<file path="src/rtl/arb_pkg.sv">
package arb_pkg;
  typedef enum logic [2:0] {
    ST_IDLE    = 3'd0,
    ST_REQUEST = 3'd1,
    ST_WAIT    = 3'd2,
    ST_OWN     = 3'd3,
    ST_RELEASE = 3'd4
  } arb_state_e;

  localparam int BUS_IN_W = 4;
  localparam int IX_GRANT = 0;
  localparam int IX_AS    = 1;
  localparam int IX_DTACK = 2;
  localparam int IX_ACK   = 3;
endpackage

</file>
<file path="src/rtl/arb_sync.sv">
module arb_sync #(
  parameter int W = 4,
  parameter int STAGES = 2,
  parameter logic [W-1:0] RST_VAL = '1
) (
  input  logic         clk,
  input  logic         rst_n,
  input  logic [W-1:0] d_i,
  output logic [W-1:0] q_o
);
  logic [W-1:0] chain [STAGES];

  generate
    for (genvar s = 0; s < STAGES; s++) begin : g_stage
      if (s == 0) begin : g_first
        always_ff @(posedge clk) begin
          if (!rst_n) chain[s] <= RST_VAL;
          else        chain[s] <= d_i;
        end
      end else begin : g_next
        always_ff @(posedge clk) begin
          if (!rst_n) chain[s] <= RST_VAL;
          else        chain[s] <= chain[s-1];
        end
      end
    end
  endgenerate

  assign q_o = chain[STAGES-1];
endmodule

</file>
<file path="src/rtl/arb_idle_check.sv">
module arb_idle_check
  import arb_pkg::*;
(
  input  logic [BUS_IN_W-1:0] sync_n_i,
  output logic                granted_o,
  output logic                bus_free_o
);
  logic as_quiet, dtack_quiet, ack_quiet;

  always_comb begin
    granted_o   = ~sync_n_i[IX_GRANT];
    as_quiet    =  sync_n_i[IX_AS];
    dtack_quiet =  sync_n_i[IX_DTACK];
    ack_quiet   =  sync_n_i[IX_ACK];
    bus_free_o  = granted_o & as_quiet & dtack_quiet & ack_quiet;
  end
endmodule

</file>
<file path="src/rtl/arb_fsm.sv">
module arb_fsm
  import arb_pkg::*;
(
  input  logic clk,
  input  logic rst_n,
  input  logic loc_req_i,
  input  logic loc_done_i,
  input  logic granted_i,
  input  logic bus_free_i,
  output logic req_int_o,
  output logic ack_int_o
);
  arb_state_e state_q, state_d;

  always_comb begin
    state_d = state_q;
    unique case (state_q)
      ST_IDLE:    if (loc_req_i) state_d = ST_REQUEST;
      ST_REQUEST: begin
        if (!loc_req_i)     state_d = ST_IDLE;
        else if (granted_i) state_d = ST_WAIT;
      end
      ST_WAIT: begin
        if (!loc_req_i)      state_d = ST_IDLE;
        else if (bus_free_i) state_d = ST_OWN;
        else if (!granted_i) state_d = ST_REQUEST;
      end
      ST_OWN:     if (loc_done_i) state_d = ST_RELEASE;
      ST_RELEASE: state_d = ST_IDLE;
      default:    state_d = ST_IDLE;
    endcase
  end

  always_ff @(posedge clk) begin
    if (!rst_n) state_q <= ST_IDLE;
    else        state_q <= state_d;
  end

  assign req_int_o = (state_q == ST_REQUEST) || (state_q == ST_WAIT);
  assign ack_int_o = (state_q == ST_OWN);

  // a withdrawn local request is never followed by ownership
  p_withdraw_wins_r8: assert property (@(posedge clk) disable iff (!rst_n)
    (req_int_o && !loc_req_i) |=> !ack_int_o);

  // after ownership ends the machine passes through idle
  p_release_to_idle_r6: assert property (@(posedge clk) disable iff (!rst_n)
    $fell(ack_int_o) |=> (!ack_int_o && !req_int_o));
endmodule

</file>
<file path="src/rtl/altmaster_req.sv">
module altmaster_req
  import arb_pkg::*;
#(
  parameter int SYNC_STAGES = 2
) (
  input  logic clk,
  input  logic rst_n,
  input  logic two_wire_i,
  input  logic loc_req_i,
  input  logic loc_done_i,
  output logic loc_owned_o,
  input  logic bus_grant_n_i,
  input  logic bus_as_n_i,
  input  logic bus_dtack_n_i,
  input  logic bus_ack_n_i,
  output logic bus_req_pull_o,
  output logic bus_ack_pull_o
);
  logic [BUS_IN_W-1:0] raw_n, sync_n;
  logic granted, bus_free, req_int, ack_int;

  always_comb begin
    raw_n           = '1;
    raw_n[IX_GRANT] = bus_grant_n_i;
    raw_n[IX_AS]    = bus_as_n_i;
    raw_n[IX_DTACK] = bus_dtack_n_i;
    raw_n[IX_ACK]   = bus_ack_n_i;
  end

  arb_sync #(.W(BUS_IN_W), .STAGES(SYNC_STAGES), .RST_VAL('1)) u_sync (
    .clk   (clk),
    .rst_n (rst_n),
    .d_i   (raw_n),
    .q_o   (sync_n)
  );

  arb_idle_check u_idle (
    .sync_n_i   (sync_n),
    .granted_o  (granted),
    .bus_free_o (bus_free)
  );

  arb_fsm u_fsm (
    .clk        (clk),
    .rst_n      (rst_n),
    .loc_req_i  (loc_req_i),
    .loc_done_i (loc_done_i),
    .granted_i  (granted),
    .bus_free_i (bus_free),
    .req_int_o  (req_int),
    .ack_int_o  (ack_int)
  );

  always_comb begin
    loc_owned_o = ack_int;
    if (two_wire_i) begin
      bus_req_pull_o = req_int | ack_int;
      bus_ack_pull_o = 1'b0;
    end else begin
      bus_req_pull_o = req_int;
      bus_ack_pull_o = ack_int;
    end
  end

  // ownership starts only after all four quiet conditions were sampled together
  p_claim_quiet_r3: assert property (@(posedge clk) disable iff (!rst_n)
    $rose(loc_owned_o) |-> $past(!sync_n[IX_GRANT] && sync_n[IX_AS]
                                 && sync_n[IX_DTACK] && sync_n[IX_ACK]));

  // request line dropped while acknowledge is pulled
  p_req_drop_r4: assert property (@(posedge clk) disable iff (!rst_n)
    bus_ack_pull_o |-> !bus_req_pull_o);

  // ownership held until completion is signalled
  p_hold_own_r5: assert property (@(posedge clk) disable iff (!rst_n)
    (loc_owned_o && !loc_done_i) |=> loc_owned_o);

  // completion releases acknowledge on the next edge
  p_done_release_r6: assert property (@(posedge clk) disable iff (!rst_n)
    (loc_owned_o && loc_done_i) |=> (!loc_owned_o && !bus_ack_pull_o));

  // two-wire mode never touches the acknowledge line
  p_two_wire_ack_r7: assert property (@(posedge clk) disable iff (!rst_n)
    two_wire_i |-> !bus_ack_pull_o);

  // two-wire mode keeps the request line pulled during ownership
  p_two_wire_own_r7: assert property (@(posedge clk) disable iff (!rst_n)
    (two_wire_i && loc_owned_o) |-> bus_req_pull_o);
endmodule

</file>
<file path="config.mk">
export PLATFORM = sky130hd
export DESIGN_NAME = altmaster_req
export DESIGN_NICKNAME = d
export VERILOG_FILES = /design/src/rtl/arb_pkg.sv /design/src/rtl/arb_sync.sv /design/src/rtl/arb_idle_check.sv /design/src/rtl/arb_fsm.sv /design/src/rtl/altmaster_req.sv
export SDC_FILE = /design/constraint.sdc
export NUM_CORES = 1
export LEC_CHECK = 0
export ABC_AREA = 1
export BUFFER_PORTS_ARGS = -buffer_cell sky130_fd_sc_hd__buf_2
export CAP_MARGIN = 20
export CORE_AREA = 3 3 40 42
export CTS_BUF_LIST = sky130_fd_sc_hd__clkbuf_4
export DETAILED_ROUTE_END_ITERATION = 10
export DIE_AREA = 0 0 43 45
export PLACE_DENSITY = 0.67
export SETUP_SLACK_MARGIN = 0.15
export SLEW_MARGIN = 20
export SYNTH_ARGS = -nofsm -noshare
export SYNTH_HDL_FRONTEND = slang
export SYNTH_SLANG_ARGS = --single-unit
</file>
<file path="constraint.sdc">
create_clock -name clk -period 1.55 [get_ports clk]
set_input_delay 0.2325 -clock clk [delete_from_list [all_inputs] [get_ports clk]]
set_output_delay 0.2325 -clock clk [all_outputs]
set_load 0.01 [all_outputs]
</file>
==> summary.txt <==
Yosys
  • Gate Count Post-Synth: 63
  • Most common cell in the netlist: nand2_1
  • Ys flop type: dfxtp_1
  • Avg Cell Area, Syn: 7.309 um^2
  • Commonest cells post-synth: nand2_1 (14), dfxtp_1 (11), nor2_1 (10)
  • Top-area cell type share of the netlist area: 0.4783
  • Post-synth EDFFs: 0
  • Yosys warns: 0
  • Netlist Area Pre-Place: 460.4 um^2
  • Syn nets: 72
  • Top cell type by total area after synthesis: dfxtp_1
  • #FFs+latches synth: 11
  • Number of library cell types mapped by synthesis: 12
  • Top post-synthesis cells by area: dfxtp_1 (48%), nand2_1 (11%), or2_2 (11%)
  • Post-synthesis sequential area ratio: 0.4783
  • Ys async rst share: 0

STA
  • Fmax: 758.9 MHz
  • Fin. max-slew vios: 0
  • Tmin final: 1.318 ns
  • Slew headroom: 0.8480
  • Final hold vios: 0
  • Period utilization: 0.8501
  • Final TNS setup: 0 ns
  • Worst clock skew: 0.001907 ns
  • Setup Viol. Count Final: 0
  • WHS: 0.1570 ns
  • RSZ-0062 raised after global routing: no
  • Worst-margin pin slew: 0.2278 ns
  • Min setup slack post-route: 0.2323 ns

Worst setup path
  • Crit path required time: 1.32 ns
  • RR Startpoint: u_fsm.state_q[2]$_SDFFE_PN0P_
  • Reg2reg setup slack: 0.41 ns
  • R2R cell count: 7
  • Crit Path Max Fanout: 4
  • Critical Path AT: 1.09 ns
  • CP startpoint: u_fsm.state_q[1]$_SDFFE_PN0P_
  • Startpoint Class: flop
  • Reg-to-reg endpoint: u_fsm.state_q[0]$_SDFFE_PN0P_
  • Critical Path Sink Type: primary output
  • WS Path Type: reg -> out

Finish
  • Nets: 89
  • Antenna cell count: 0
  • Area Growth Syn to Fin: 26.90%
  • Util after Layout: 0.4547
  • Fraction of layout cells with a size suffix above 1: 0.4430

Clocking
  • Clock transition at the registers of the reported paths: 0.06 ns
  • Clk sinks: 11
  • CTS root buf: clkbuf_4
  • CTS tree: done
  • Clock latency on the worst-skew pair: 0.26 ns
  • CTS max path bufs: 2
  • Clock buffer count from CTS: 3
  • H-tree Lvls: 1
  • Cts hold-fix bufs: 0

Pwr
  • Net Sw Frac: 0.2907
  • Overall Power: 706.7 uW
  • Power per cell area: 1209 nW/um^2
  • Sequential cell fraction of total power: 0.468
  • Leakage: 0.3026 nW
  • Internal cell power: 501.3 uW
  • Net switching power: 205.4 uW
  • Clk network pwr share: 0.284
  • Maximum vdd ir drop: 619.0 uV
  • Combinational fraction of design power: 0.248

Placed design
  • Pre-CTS setup slack: 0.4251 ns
  • Routability cong.: 0.8396
  • Port-buffer cells: 11
  • Detailed Place HPWL: 590.5 um

Global routing
  • Largest net degree at the start of global routing: 11
  • Overflow after GRT: 0
  • Number of global-route vias before repair: 350
  • First-pass GRT wire length: 1311 um
  • Total GRT Usage: 0.08946
  • Initial antenna violation count: 0

Min path
  • Worst hold path startpoint: bus_ack_n_i
  • Hold Crit Class: in -> reg
  • Hold depth: 2
  • Hold Path Sink: u_sync.chain[0][3]$_SDFF_PN1_

Floorplanning
  • Io pins: 12
  • Width of the die: 43 um
  • Row count: 13
  • DIE AREA: 1935 um^2
  • Die Ht: 45 um
  • Starting Density: 0.3583
  • Core footprint: 1285 um^2

Route
  • ANT nets after route: 0
  • WL final: 776 um
  • First drt pass iteration count: 4
  • Drt wl/cell: 8.255 um
  • Vias: 402
  • DRC Markers: 0
  • DR iter-0 viols: 5
  • Post-DR vias/cell: 4.277

Run status
  • Status: finished, final reports clean

Flow run
  • Max Cap Viol: 0
## final cells by class
cell class | count | area (um^2)
Clock buffer | 4 | 30.03
Fill cell | 138 | 700.7
Inverter | 9 | 33.78
Multi-Input combinational cell | 43 | 216.5
Sequential cell | 11 | 222.7
Tap cell | 15 | 18.77
Timing Repair Buffer | 12 | 62.56
## stage by stage
step,cell area [um^2],instances
2_1_floorplan,460.4,63
3_3_place_gp,534.3,89
3_5_place_dp,534.3,89
4_1_cts,564.3,93
5_1_grt,584.3,94
6_report,584.3,94
## power groups by stage
stage	clock (mW)	combinational, mW	sequential [mW]
2_1_floorplan	0	0.125	0.326
3_3_place_gp	0	0.167	0.328
3_5_place_dp	0	0.166	0.329
4_1_cts	0.211	0.167	0.322
5_1_grt	0.225	0.206	0.334
6_report	0.201	0.176	0.330
## routing by layer
metal / part of all wire / wire length, um / GRT usage / up-vias
li1: - / - / - / 221
met1: 0.46 / 354 / 0.1146 / 170
met2: 0.46 / 358 / 0.1317 / 11
met3: 0.080 / 62 / 0.01594 / 0
met4: 0 / 0 / 0.07229 / 0
met5: 0 / 0 / 0 / -
## what timing repair did
item / in CTS / in global routing
gates resized for setup: 0 / 6
endpoints found under the hold margin: 0 / 0
buffers inserted: 0 / 1
setup endpoints to repair: 0 / 2
## kinds of logic after synthesis
kind of cell | Yosys count | share of synthesized area
and+or+nand+nor | 40 | 0.4158
DFF | 11 | 0.4783
buffers and inverters | 9 | 0.07336
AOI/OAI and AO/OA | 3 | 0.03258
## critical path, stage by stage, from the launching register on
cell     delay [ns]
dfxtp_2        0.36
nand2_2        0.07
nor2_4         0.13
inv_2          0.04
nor2_1         0.09
buf_2          0.13
## cell usage in the layout, fill, tap and decap left out, drive strengths merged
cell and count:
nor3 1, clkbuf 4, inv 9, or2 8, nor2 14, nand2 15
nand3 2, a21oi 1, buf 12, o21ai 2, dfxtp 11
## registers in the layout, indices dropped and copies added, names as in the netlist
signal	count
u_sync.chain	8
u_fsm.state_q	3
## how the worst max path moves through the flow
stage | slack [ns] | depth (start not counted) | to
floorplan | 0.50 | 4 | bus_ack_pull_o
global placement | 0.44 | 7 | u_fsm.state_q[0]$_SDFFE_PN0P_
detailed placement | 0.43 | 9 | u_fsm.state_q[0]$_SDFFE_PN0P_
CTS | 0.17 | 5 | bus_ack_pull_o
global route | 0.14 | 5 | bus_req_pull_o
finish | 0.23 | 5 | bus_ack_pull_o
Power figures use the tool's default switching activity.
